==> src/rtl/cdr_pkg.sv <==
package cdr_pkg;

    localparam int OSR_DEF       = 16;
    localparam int DIV_W_DEF     = 8;
    localparam int WIN_DEF       = 2;
    localparam int FAST_SH_DEF   = 1;
    localparam int SLOW_SH_DEF   = 3;
    localparam int FAST_LOCK_DEF = 4;
    localparam int SLOW_LOCK_DEF = 8;
    localparam int IDLE_DEF      = 32;

    typedef enum logic {
        ACQ_SLOW = 1'b0,
        ACQ_FAST = 1'b1
    } acq_mode_e;

    // Per-tick events produced by the phase loop.
    typedef struct packed {
        logic edge_hit;
        logic in_win;
        logic wrap;
        logic mid;
    } loop_evt_t;

    function automatic logic within_window(input int err, input int win);
        return (err >= -win) && (err <= win);
    endfunction

endpackage

==> src/rtl/cdr_tick_gen.sv <==
module cdr_tick_gen #(
    parameter int DIV_W = 8
) (
    input  logic             clk,
    input  logic             rst,
    input  logic [DIV_W-1:0] div,
    output logic             tick
);

    logic [DIV_W-1:0] cnt_q;

    // >= keeps the divider sane if div shrinks below the running count
    assign tick = (cnt_q >= div);

    always_ff @(posedge clk) begin
        if (rst)       cnt_q <= '0;
        else if (tick) cnt_q <= '0;
        else           cnt_q <= cnt_q + 1'b1;
    end

    // between ticks the count only climbs by one
    a_r10_count_step: assert property (@(posedge clk) disable iff (rst)
        (!$past(rst) && !$past(tick)) |-> (cnt_q == $past(cnt_q) + 1'b1));

endmodule

==> src/rtl/cdr_phase_loop.sv <==
module cdr_phase_loop
    import cdr_pkg::*;
#(
    parameter int OSR     = 16,
    parameter int WIN     = 2,
    parameter int FAST_SH = 1,
    parameter int SLOW_SH = 3
) (
    input  logic                    clk,
    input  logic                    rst,
    input  logic                    tick,
    input  logic                    din,
    input  logic                    fast_gain,
    output logic [$clog2(OSR)-1:0]  phase_q,
    output loop_evt_t               evt
);

    localparam int PH_W = $clog2(OSR);
    localparam logic [PH_W-1:0] PH_ONE  = PH_W'(1);
    localparam logic [PH_W-1:0] PH_LAST = PH_W'(OSR - 1);
    localparam logic [PH_W-1:0] PH_MID  = PH_W'(OSR / 2);

    logic                   prev_q;
    logic signed [PH_W-1:0] err;
    logic signed [PH_W-1:0] corr;
    logic        [PH_W-1:0] corr_u;
    logic        [PH_W-1:0] phase_nxt;

    // Ideal edge sits at phase 0; the phase value itself is the signed error.
    assign err = $signed(phase_q);

    always_comb begin
        if (fast_gain) corr = err >>> FAST_SH;
        else           corr = err >>> SLOW_SH;
        corr_u = $unsigned(corr);
    end

    always_comb begin
        evt.edge_hit = tick && (din != prev_q);
        evt.in_win   = within_window(int'(err), WIN);
        evt.wrap     = tick && (phase_q == PH_LAST);
        evt.mid      = tick && (phase_q == PH_MID);
    end

    always_comb begin
        if (evt.edge_hit) phase_nxt = phase_q + PH_ONE - corr_u;
        else              phase_nxt = phase_q + PH_ONE;
    end

    always_ff @(posedge clk) begin
        if (rst) begin
            phase_q <= '0;
            prev_q  <= 1'b0;
        end else if (tick) begin
            phase_q <= phase_nxt;
            prev_q  <= din;
        end
    end

    // phase only moves on an oversampling tick
    a_r10_phase_hold: assert property (@(posedge clk) disable iff (rst)
        (!$past(rst) && !$past(tick)) |-> $stable(phase_q));

    // a tick without an edge advances the phase by exactly one
    a_r5_free_step: assert property (@(posedge clk) disable iff (rst)
        (!$past(rst) && $past(tick) && !$past(evt.edge_hit))
            |-> (phase_q == $past(phase_q) + PH_ONE));

endmodule

==> src/rtl/cdr_lock_ctl.sv <==
module cdr_lock_ctl
    import cdr_pkg::*;
#(
    parameter int SLOW_LOCK = 8,
    parameter int FAST_LOCK = 4,
    parameter int IDLE_BITS = 32
) (
    input  logic      clk,
    input  logic      rst,
    input  logic      edge_hit,
    input  logic      in_win,
    input  logic      wrap,
    input  acq_mode_e mode,
    output logic      locked
);

    localparam int CNT_W  = $clog2(SLOW_LOCK + 1);
    localparam int IDLE_W = $clog2(IDLE_BITS);
    localparam logic [IDLE_W-1:0] IDLE_LAST = IDLE_W'(IDLE_BITS - 1);

    logic [CNT_W-1:0]  acq_cnt;
    logic [CNT_W-1:0]  need;
    logic [CNT_W-1:0]  acq_inc;
    logic [IDLE_W-1:0] idle_cnt;

    assign need    = (mode == ACQ_FAST) ? CNT_W'(FAST_LOCK) : CNT_W'(SLOW_LOCK);
    assign acq_inc = acq_cnt + 1'b1;

    always_ff @(posedge clk) begin
        if (rst) begin
            locked   <= 1'b0;
            acq_cnt  <= '0;
            idle_cnt <= '0;
        end else if (edge_hit) begin
            idle_cnt <= '0;
            if (!locked) begin
                if (!in_win) begin
                    acq_cnt <= '0;
                end else if (acq_inc >= need) begin
                    locked  <= 1'b1;
                    acq_cnt <= '0;
                end else begin
                    acq_cnt <= acq_inc;
                end
            end
        end else if (wrap) begin
            if (idle_cnt == IDLE_LAST) begin
                locked   <= 1'b0;
                acq_cnt  <= '0;
                idle_cnt <= '0;
            end else begin
                idle_cnt <= idle_cnt + 1'b1;
            end
        end
    end

    // lock only rises on an in-window edge
    a_r2_lock_on_edge: assert property (@(posedge clk) disable iff (rst)
        $rose(locked) |-> $past(edge_hit && in_win));

    // outside reset, lock only falls after a quiet wrap
    a_r7_drop_on_wrap: assert property (@(posedge clk) disable iff (rst)
        $fell(locked) |-> $past(wrap && !edge_hit));

    // the run count never reaches the largest threshold
    a_r4_cnt_bound: assert property (@(posedge clk) disable iff (rst)
        acq_cnt < CNT_W'(SLOW_LOCK));

endmodule

==> src/rtl/cdr_retime.sv <==
module cdr_retime (
    input  logic clk,
    input  logic rst,
    input  logic mid,
    input  logic din,
    input  logic locked,
    input  logic dig_sel,
    input  logic phase_msb,
    output logic rclk,
    output logic dout,
    output logic dvalid
);

    always_ff @(posedge clk) begin
        if (rst) begin
            dout   <= 1'b0;
            dvalid <= 1'b0;
        end else begin
            dvalid <= mid && locked;
            if (mid) dout <= din;
        end
    end

    // Second half of the bit is high, so the rising edge marks mid-bit.
    assign rclk = dig_sel && phase_msb;

    // strobe is a single-cycle pulse
    a_r8_valid_pulse: assert property (@(posedge clk) disable iff (rst)
        dvalid |=> !dvalid);

    // strobe needs lock on the sampling cycle
    a_r8_valid_locked: assert property (@(posedge clk) disable iff (rst)
        dvalid |-> $past(locked));

endmodule

==> src/rtl/preamble_cdr.sv <==
module preamble_cdr
    import cdr_pkg::*;
#(
    parameter int OSR       = OSR_DEF,
    parameter int DIV_W     = DIV_W_DEF,
    parameter int WIN       = WIN_DEF,
    parameter int FAST_SH   = FAST_SH_DEF,
    parameter int SLOW_SH   = SLOW_SH_DEF,
    parameter int FAST_LOCK = FAST_LOCK_DEF,
    parameter int SLOW_LOCK = SLOW_LOCK_DEF,
    parameter int IDLE_BITS = IDLE_DEF
) (
    input  logic             clk,
    input  logic             rst,
    input  logic             din,
    input  logic [DIV_W-1:0] bit_div,
    input  logic             fast_mode,
    input  logic             dig_filt,
    output logic             rclk_o,
    output logic             dout_o,
    output logic             dvalid_o,
    output logic             locked_o
);

    localparam int PH_W = $clog2(OSR);

    logic            tick;
    logic [PH_W-1:0] phase;
    loop_evt_t       evt;
    acq_mode_e       mode;
    logic            fast_gain;
    logic            locked;
    logic            ev_edge, ev_win, ev_wrap, ev_mid;

    assign mode      = fast_mode ? ACQ_FAST : ACQ_SLOW;
    // Tracking after lock always uses the gentle gain.
    assign fast_gain = (mode == ACQ_FAST) && !locked;

    assign ev_edge = evt.edge_hit;
    assign ev_win  = evt.in_win;
    assign ev_wrap = evt.wrap;
    assign ev_mid  = evt.mid;

    cdr_tick_gen #(.DIV_W(DIV_W)) u_tick (
        .clk  (clk),
        .rst  (rst),
        .div  (bit_div),
        .tick (tick)
    );

    cdr_phase_loop #(
        .OSR     (OSR),
        .WIN     (WIN),
        .FAST_SH (FAST_SH),
        .SLOW_SH (SLOW_SH)
    ) u_loop (
        .clk       (clk),
        .rst       (rst),
        .tick      (tick),
        .din       (din),
        .fast_gain (fast_gain),
        .phase_q   (phase),
        .evt       (evt)
    );

    cdr_lock_ctl #(
        .SLOW_LOCK (SLOW_LOCK),
        .FAST_LOCK (FAST_LOCK),
        .IDLE_BITS (IDLE_BITS)
    ) u_lock (
        .clk      (clk),
        .rst      (rst),
        .edge_hit (ev_edge),
        .in_win   (ev_win),
        .wrap     (ev_wrap),
        .mode     (mode),
        .locked   (locked)
    );

    cdr_retime u_retime (
        .clk       (clk),
        .rst       (rst),
        .mid       (ev_mid),
        .din       (din),
        .locked    (locked),
        .dig_sel   (dig_filt),
        .phase_msb (phase[PH_W-1]),
        .rclk      (rclk_o),
        .dout      (dout_o),
        .dvalid    (dvalid_o)
    );

    assign locked_o = locked;

endmodule

==> config.mk <==
export PLATFORM = sky130hd
export DESIGN_NAME = preamble_cdr
export DESIGN_NICKNAME = d
export VERILOG_FILES = /design/src/rtl/cdr_pkg.sv /design/src/rtl/cdr_tick_gen.sv /design/src/rtl/cdr_phase_loop.sv /design/src/rtl/cdr_lock_ctl.sv /design/src/rtl/cdr_retime.sv /design/src/rtl/preamble_cdr.sv
export SDC_FILE = /design/constraint.sdc
export NUM_CORES = 1
export LEC_CHECK = 0
export BUFFER_PORTS_ARGS = -buffer_cell sky130_fd_sc_hd__buf_2
export CAP_MARGIN = 40
export CORE_UTILIZATION = 50
export DETAILED_ROUTE_END_ITERATION = 10
export PLACE_DENSITY = 0.66
export SLEW_MARGIN = 20
export SYNTH_ARGS = -nofsm -noshare
export SYNTH_HDL_FRONTEND = slang
export SYNTH_SLANG_ARGS = --single-unit
==> constraint.sdc <==
create_clock -name clk -period 5.5 [get_ports clk]
set_input_delay 0.825 -clock clk [delete_from_list [all_inputs] [get_ports clk]]
set_output_delay 0.825 -clock clk [all_outputs]
set_load 0.005 [all_outputs]
==> results of run 1 <==
-- worst paths after layout --
path,to,depth (start not counted)
worst max-delay path,u_lock.acq_cnt[2],8
worst min-delay path,u_tick.cnt_q[0],1
worst min register to register,u_tick.cnt_q[0],1
worst max register to register,u_loop.phase_q[3],8
-- cell usage after synthesis (2+ instances only) --
cell	n
sky130_fd_sc_hd__a21o_1	3
sky130_fd_sc_hd__a21oi_1	12
sky130_fd_sc_hd__a22o_1	2
sky130_fd_sc_hd__a311oi_1	2
sky130_fd_sc_hd__and2_1	2
sky130_fd_sc_hd__and3_1	4
sky130_fd_sc_hd__and4_1	2
sky130_fd_sc_hd__buf_2	2
sky130_fd_sc_hd__clkbuf_1	3
sky130_fd_sc_hd__dfxtp_1	25
sky130_fd_sc_hd__ha_1	20
sky130_fd_sc_hd__inv_1	14
sky130_fd_sc_hd__nand2_1	10
sky130_fd_sc_hd__nand3_1	12
sky130_fd_sc_hd__nand4_1	2
sky130_fd_sc_hd__nor2_1	12
sky130_fd_sc_hd__nor2b_1	5
sky130_fd_sc_hd__nor3_1	3
sky130_fd_sc_hd__nor4b_1	2
sky130_fd_sc_hd__o21ai_0	10
sky130_fd_sc_hd__o31ai_1	4
sky130_fd_sc_hd__xnor2_1	6
sky130_fd_sc_hd__xor2_1	6
-- critical path, stage by stage --
cell and delay, ns:
sky130_fd_sc_hd__buf_2 0.07, sky130_fd_sc_hd__inv_1 0.03, sky130_fd_sc_hd__ha_1 0.30, sky130_fd_sc_hd__and3_4 0.21
sky130_fd_sc_hd__o211ai_4 0.09, sky130_fd_sc_hd__o21ai_2 0.47, sky130_fd_sc_hd__a21oi_1 0.25, sky130_fd_sc_hd__a221o_1 0.39
-- sequential cells by signal, summed over array words and instances (netlist names) --
signal           cells
u_lock.idle_cnt      5
u_loop.phase_q       4
u_lock.acq_cnt       4
u_retime.dout        1
u_retime.dvalid      1
u_lock.locked        1
u_loop.prev_q        1
u_tick.cnt_q         8
-- per-layer routing --
metal | GRT usage | part of all wire | vias up
met5 | 0 | 0 | -
met4 | 0.0748 | 0.013 | 0
met1 | 0.268 | 0.51 | 618
li1 | - | - | 690
met3 | 0.0262 | 0.026 | 5
met2 | 0.324 | 0.45 | 24
-- per-stage QoR --
| step | cells | setup slack [ns] | utilization | cell area [sq um] | hold slack, ns |
|---|---|---|---|---|---|
| floorplan | 185 | 3.05 | - | 1650 | 0.426 |
| global placement | 239 | 2.80 | 0.566 | 1760 | 0.443 |
| detailed placement | 239 | 2.72 | 0.566 | 1760 | 0.450 |
| CTS | 243 | 3.08 | 0.575 | 1780 | 0.482 |
| global route | 243 | 2.85 | 0.575 | 1780 | 0.497 |
| finish | 243 | 3.08 | 0.575 | 1780 | 0.479 |
-- power by group through the flow --
stage | clock network (mW) | logic, mW | registers [mW]
floorplan | 0 | 0.0286 | 0.189
global placement | 0 | 0.0370 | 0.190
detailed placement | 0 | 0.0379 | 0.190
CTS | 0.0892 | 0.0383 | 0.186
global route | 0.0970 | 0.0428 | 0.187
finish | 0.0858 | 0.0381 | 0.186
-- cell families (layout without fill, tap and decap cells) --
| logic type | Yosys count | after routing | synth area share |
|---|---|---|---|
| DFF | 25 | 25 | 0.303 |
| and+or+nand+nor | 61 | 61 | 0.204 |
| AOI/OAI and AO/OA | 44 | 44 | 0.203 |
| buffers and inverters | 20 | 34 | 0.0493 |
| muxes | 2 | 2 | 0.0129 |
| xor gates and xnor gates | 12 | 12 | 0.0637 |
| adders and majority gates | 21 | 21 | 0.164 |
-- final cells by class --
| class | instances | share of cell area |
|---|---|---|
| timing repair buffer | 16 | 0.0449 |
| sequential | 25 | 0.281 |
| inverter | 14 | 0.0295 |
| multi-input combinational | 140 | 0.599 |
| clock buffer | 4 | 0.0147 |
| tap | 44 | 0.0309 |
==> results.txt, run 1 <==
- The run finished with clean final reports.
- Cell internal power was estimated by the tool at 0.230 mW.
- In the final layout, the share of cells above drive strength 1 is 0.146.
- Of the total power, combinational logic draws 0.123.
- In this run the core area contains 20 standard-cell rows.
* Power dissipated by switching net loads: 0.0802 mW
- Initial standard-cell utilization of the core: 0.532
- Part of the power in the clock network: 0.277
- The completed layout was analyzed and its total power is 0.310 mW.
- Number of antenna violations at the first check in global routing: 0
* Peak clock frequency supported by timing: 413 MHz
- Post-detailed-route via-to-cell ratio: 5.50
- Post-route fraction of the period consumed by the critical path: 0.440
- The number of global-route vias before repair was 1,221.
- Of the post-synthesis cell area, the dominant cell type holds 0.303.
- Floorplan die height: 59.5 microns
- Most common cell after layout, fill and taps aside: sky130_fd_sc_hd__dfxtp_1
* DRT antenna net count: 0
- Number of distinct standard cells referenced by the synthesized netlist: 45
- Of the synthesized area, sequential elements account for 0.303.
- Fin crit period: 2.42 ns
- Sequential Area: 500 sq um
- Sum of routed wire length over all layers: 3170 microns
- After floorplanning, the core was sized to cover 3100 sq um.
* Critical hold path startpoint: u_tick.cnt_q[0]
- CP startpoint kind: input pin
- From synthesis to final layout, the design area changed by 8.04%.
- Transition time at the pin with the least slew margin: 0.653 ns
* Synthesized instance count: 185
* Max-slew violation count: 0
* Async set-or-reset flop fraction in the synthesized netlist: 0
* # Post-CTS Setup Buffers: 0
- The Yosys step of the flow raised 0 warnings.
* Buffers on Ports: 16
- Sw Ratio: 0.259
- Number of max-cap violations: 0
* Post-CTS sizing: 0
- Critical register-to-register path startpoint: u_lock.locked
- Setup violation total in the final timing report: 0
* Number of nets in the layout: 234
- Setup repair after global routing left no endpoint under its margin.
- After the first detailed-routing iteration, the DRC count stood at 78.
- Setup TNS: 0 ns
* Worst setup path category: in2reg
* Synthesized flop and latch total: 25
* # H-tree levels: 1
* Area used by multi-input combinational logic: 1070 sq um
- The later pin in the worst-skew pair is clocked with a latency of 0.33 ns.
* CP Launch Point: bit_div[7]
- Entering global routing, the biggest net connects 17 pins.
- Before antenna repair, the detailed router went through 4 iterations.
* Post-route clock skew: 0.00810 ns
* Data arrival time of the critical path: 2.65 ns
* Count of filler cells inserted in the layout: 319
- Total congestion overflow after global routing: 0
* Yosys top cell by area: sky130_fd_sc_hd__dfxtp_1
- By area the synthesized netlist is led by sky130_fd_sc_hd__dfxtp_1, sky130_fd_sc_hd__ha_1, sky130_fd_sc_hd__a21oi_1.
- The final count of hold timing violations was 0.
- Largest vdd supply drop: 0.0665 mV
* Combined global-route utilization of all metal layers: 0.200
- EDFF count, synth: 0
- Wire length of the first global-routing pass: 5370 microns
* Avg WL per Cell: 13.1 microns
* Worst path required time: 5.73 ns
* Rel. slew slack: 0.563
- CTS Buf Count: 3
* Post-synthesis instance area: 1650 sq um
* Power density over cell area: 174 nW/um^2
- Number of hold buffers added after cts: 0
- Register-to-Register Setup Slack: 3.32 ns
- In the routed design, unresolved DRC markers number 0.
- STA classifies the critical path endpoint as a flip-flop.
- Post-synth net total: 219
- Clock-pin slew was measured on the worst setup and hold paths at 0.13 ns.
- 17 I/O pins were placed.
- Measured along the x axis, the die boundary spans 59.5 microns.
- Antenna Cells: 0
- Final HPWL from detailed placement: 2370 microns
- The min-delay analysis places its worst path in the category reg2reg.
* Area enclosed by the die boundary: 3530 sq um
* Top FF cell, synth: sky130_fd_sc_hd__dfxtp_1
- Pleak: 0.762 nW
- The longest clock path from root to sink contains 2 buffers.
* Highest net fanout along the worst path: 14
- The share of total power dissipated in sequential elements is 0.601.
* Sink Count: 25
- Average footprint of a synthesized cell: 8.92 sq um
- Vias: 1,337
- TritonCTS built the clock tree.
- Most used cells in the layout excluding fill and tap cells: sky130_fd_sc_hd__dfxtp_1, sky130_fd_sc_hd__ha_1, sky130_fd_sc_hd__buf_2
- Clock root buffer: sky130_fd_sc_hd__clkbuf_4
- Placer congestion estimate: 0.802
Note: power is estimated with default switching activity, not from simulation.
==> inputs of run 2 (changes only) <==
==> constraint.sdc (replaced) <==
create_clock -name clk -period 2.5 [get_ports clk]
set_input_delay 0.375 -clock clk [delete_from_list [all_inputs] [get_ports clk]]
set_output_delay 0.375 -clock clk [all_outputs]
set_load 0.005 [all_outputs]
==> run 2 against run 1 <==
Compared with the run above:
- power increased by 120%
- hold slack got worse by 0.14 ns
- combinational power increased by 120%
- highest routed layer unchanged
==> results.txt, run 2 (synthesized netlist as in run 1, its figures left out) <==
- Worst setup path category: reg2reg (was in2reg)
- Most used cells in the layout excluding fill and tap cells: sky130_fd_sc_hd__dfxtp_1, sky130_fd_sc_hd__ha_1, sky130_fd_sc_hd__buf_2 (unchanged).
- The total number of nets in the final design came to 236 (was 234).
* Max-slew violation count: 0 (unchanged)
- Number of ports placed on the die boundary: 17 (unchanged)
- The clock skew is 0.00327 ns (was 0.00810 ns).
- The critical path's slowest cell was sky130_fd_sc_hd__dfxtp_1 (was sky130_fd_sc_hd__o21ai_2).
- The number of buffers added on ports is 16 (unchanged).
- Vias: 1,377 (was 1,337)
* Sink Count: 25 (unchanged)
- The final count of hold timing violations came to 0 (unchanged).
* Floorplan die height: 59.5 microns (unchanged)
- The worst path arrival time came to 2.47 ns (was 2.65 ns).
* Initial standard-cell utilization of the core: 0.532 (unchanged)
- The routed wire length is 3210 microns (was 3170 microns).
- The initial antenna violation count came to 0 (unchanged).
- The sequential power share came to 0.601 (about the same).
- Via count of the first global-routing pass: 1,232 (was 1,221)
* Peak clock frequency supported by timing: 444 MHz
* Largest vdd supply drop: 0.203 mV (was 0.0665 mV)
* Critical hold path startpoint: din (was u_tick.cnt_q[0])
- Register with the most flip-flops: u_tick.cnt_q (unchanged)
- # H-tree levels: 1 (unchanged)
* Number of hold buffers added after cts: 0 (unchanged)
- Internal Dissipation: 0.507 mW (was 0.230 mW)
- Power dissipated by switching net loads: 0.176 mW (was 0.0802 mW)
- The final count of negative-setup-slack endpoints came to 0 (unchanged).
- Avg WL per Cell: 13.1 microns (about the same)
- DRT antenna net count: 0 (unchanged)
- The cell family contributing the most delay on the critical path is compound AO/OA/AOI/OAI gates (unchanged).
- Cell depth of the worst hold path: 3 (was 1)
- The overall power is 0.682 mW (was 0.310 mW).
- The setup fix buffers added after clock tree synthesis came to 0 (unchanged).
- CP endpoint kind: flip-flop (unchanged)
- The sum of negative setup slack is 0 ns (unchanged).
- The largest net degree at the start of global routing is 17 (unchanged).
* Most common cell after layout, fill and taps aside: sky130_fd_sc_hd__dfxtp_1 (unchanged)
* Rel. slew slack: 0.606 (was 0.563)
- The number of flip-flops under the largest register name was 8 (unchanged).
- The area growth from synthesis to layout came to 8.95% (was 8.04%).
- Result of the run: complete, no violations (unchanged).
- The final HPWL from detailed placement was 2400 microns (was 2370 microns).
- The category of the worst setup path launch point was a flip-flop (was input pin).
- The first-pass GRT wire length came to 5440 microns (was 5370 microns).
* Highest net fanout along the worst path: 8 (was 14)
- The logic depth of the worst register-to-register path is 8 (unchanged).
* Met3 usage: 0.0262 (unchanged)
- The first-pass iteration count of the detailed router is 4 (unchanged).
- The clock tree root driver cell is sky130_fd_sc_hd__clkbuf_4 (unchanged).
* Critical register-to-register path startpoint: u_loop.phase_q[1] (was u_lock.locked)
- The TritonCTS clock tree is yes (unchanged).
- Post-route fraction of the period consumed by the critical path: 0.900
* Critical path depth in cells: 8 (unchanged)
- Post-detailed-route via-to-cell ratio: 5.62 (was 5.50)
* Starting DRC count in detailed routing: 100 (was 78)
- The total inserted antenna cells was 0 (unchanged).
- The final estimated routing congestion in global placement is 0.769 (was 0.802).
- The number of buffers added by the clock tree synthesis step is 3 (unchanged).
- CP Cell Sequence: inv_1 > ha_1 > ha_1 > nor2b_1 > o21ai_0 > a211oi_1 > o31ai_1 > a21oi_1 (was buf_2 > inv_1 > ha_1 > and3_4 > o211ai_4 > o21ai_2 > a21oi_1 > a221o_1)
- The number of buffer and inverter stages on the critical path is 1 (was 2).
- Post-CTS sizing: 0 (unchanged)
* Power density over cell area: 379 nW/um^2 (was 174 nW/um^2)
- Clock buffer depth: 2 (unchanged)
- Area enclosed by the die boundary: 3530 sq um (unchanged)
* Top flop regs: u_tick.cnt_q (8), u_lock.idle_cnt (5) (unchanged)
- CP Launch Point: u_loop.phase_q[1] (was bit_div[7])
- The clock-pin slew on the worst setup and hold paths is 0.14 ns (was 0.13 ns).
- Largest stage delay on the critical path: 0.50 ns (was 0.47 ns)
- Worst path required time: 2.72 ns (was 5.73 ns)
* Most used cell, CP: sky130_fd_sc_hd__ha_1
* Number of core rows: 20 (unchanged)
- Clock latency reported for the late side of the worst-skew pair: 0.32 ns (was 0.33 ns)
* Remaining design rule violation count: 0 (unchanged)
- The met2 capacity usage during global routing is 0.307 (was 0.324).
- The switching share of power was 0.257 (was 0.259).
- Part of the power in the clock network: 0.274 (was 0.277)
* Total core area: 3100 sq um (unchanged)
* Number of max-cap violations: 0 (unchanged)
* Transition time at the pin with the least slew margin: 0.589 ns (was 0.653 ns)
- Fraction of final layout cells sized beyond drive strength 1: 0.154 (was 0.146)
* Die width: 59.5 microns (unchanged)
- Setup repair after global routing missed its margin: false (unchanged).
- The sum of overflow across all layers after global routing was 0 (unchanged).
- Highest-utilization routing layer at the global route stage: met2 (unchanged)
- The classification of the worst-slack hold path is in2reg (was reg2reg).
* Combined global-route utilization of all metal layers: 0.201 (was 0.200)
* Met1 layer usage reported by global route: 0.286 (was 0.268)
* Portion of total power attributed to combinational logic: 0.125 (was 0.123)
- The clock period could shrink to 2.25 ns.
- Pleak: 0.772 nW (was 0.762 nW)
[run 2: power groups by stage]
| stage | Combinational [mW] | Clock, mW | Sequential (mW) |
|---|---|---|---|
| 6_report | 0.0854 | 0.187 | 0.410 |
| 4_1_cts | 0.0860 | 0.191 | 0.410 |
| 3_5_place_dp | 0.0851 | 0 | 0.418 |
| 5_1_grt | 0.0963 | 0.208 | 0.411 |
| 3_3_place_gp | 0.0828 | 0 | 0.418 |
| 2_1_floorplan | 0.0629 | 0 | 0.417 |
[run 2: area by class of cell]
type | instances | area (sq um)
Clock buffer | 4 | 26.3
Fill cell | 296 | 1310
Inverter | 14 | 52.6
Multi-Input combinational cell | 140 | 1070
Sequential cell | 25 | 500
Tap cell | 44 | 55.1
Timing Repair Buffer | 18 | 95.1
[run 2: per-layer routing]
layer,share of wire,up-vias
met1,0.48,630
li1,-,696
met4,0.014,0
met3,0.048,6
met2,0.46,45
met5,0,-
[run 2: path summary, 6_finish.rpt]
kind | endpoint | slack [ns]
setup / recovery | u_loop.phase_q[3] | 0.25
hold / removal | u_loop.prev_q | 0.34
hold reg to reg | u_tick.cnt_q[0] | 0.47
setup reg to reg | u_loop.phase_q[3] | 0.25
[run 2: tightest hold or removal path: stages]
cell	delay, ns
sky130_fd_sc_hd__buf_2	0.14
sky130_fd_sc_hd__nand2_1	0.06
sky130_fd_sc_hd__a21oi_1	0.05
[run 2: per-stage QoR]
| stage | hold slack, ns | area (sq um) | setup slack, ns | cells | utilization |
|---|---|---|---|---|---|
| 6_report | 0.338 | 1800 | 0.249 | 245 | 0.579 |
| 5_1_grt | 0.325 | 1800 | 0.141 | 245 | 0.579 |
| 4_1_cts | 0.332 | 1800 | 0.303 | 245 | 0.579 |
| 3_5_place_dp | 0.446 | 1770 | 0.168 | 241 | 0.571 |
| 3_3_place_gp | 0.443 | 1770 | 0.242 | 241 | 0.571 |
| 2_1_floorplan | 0.426 | 1650 | 0.505 | 185 | - |
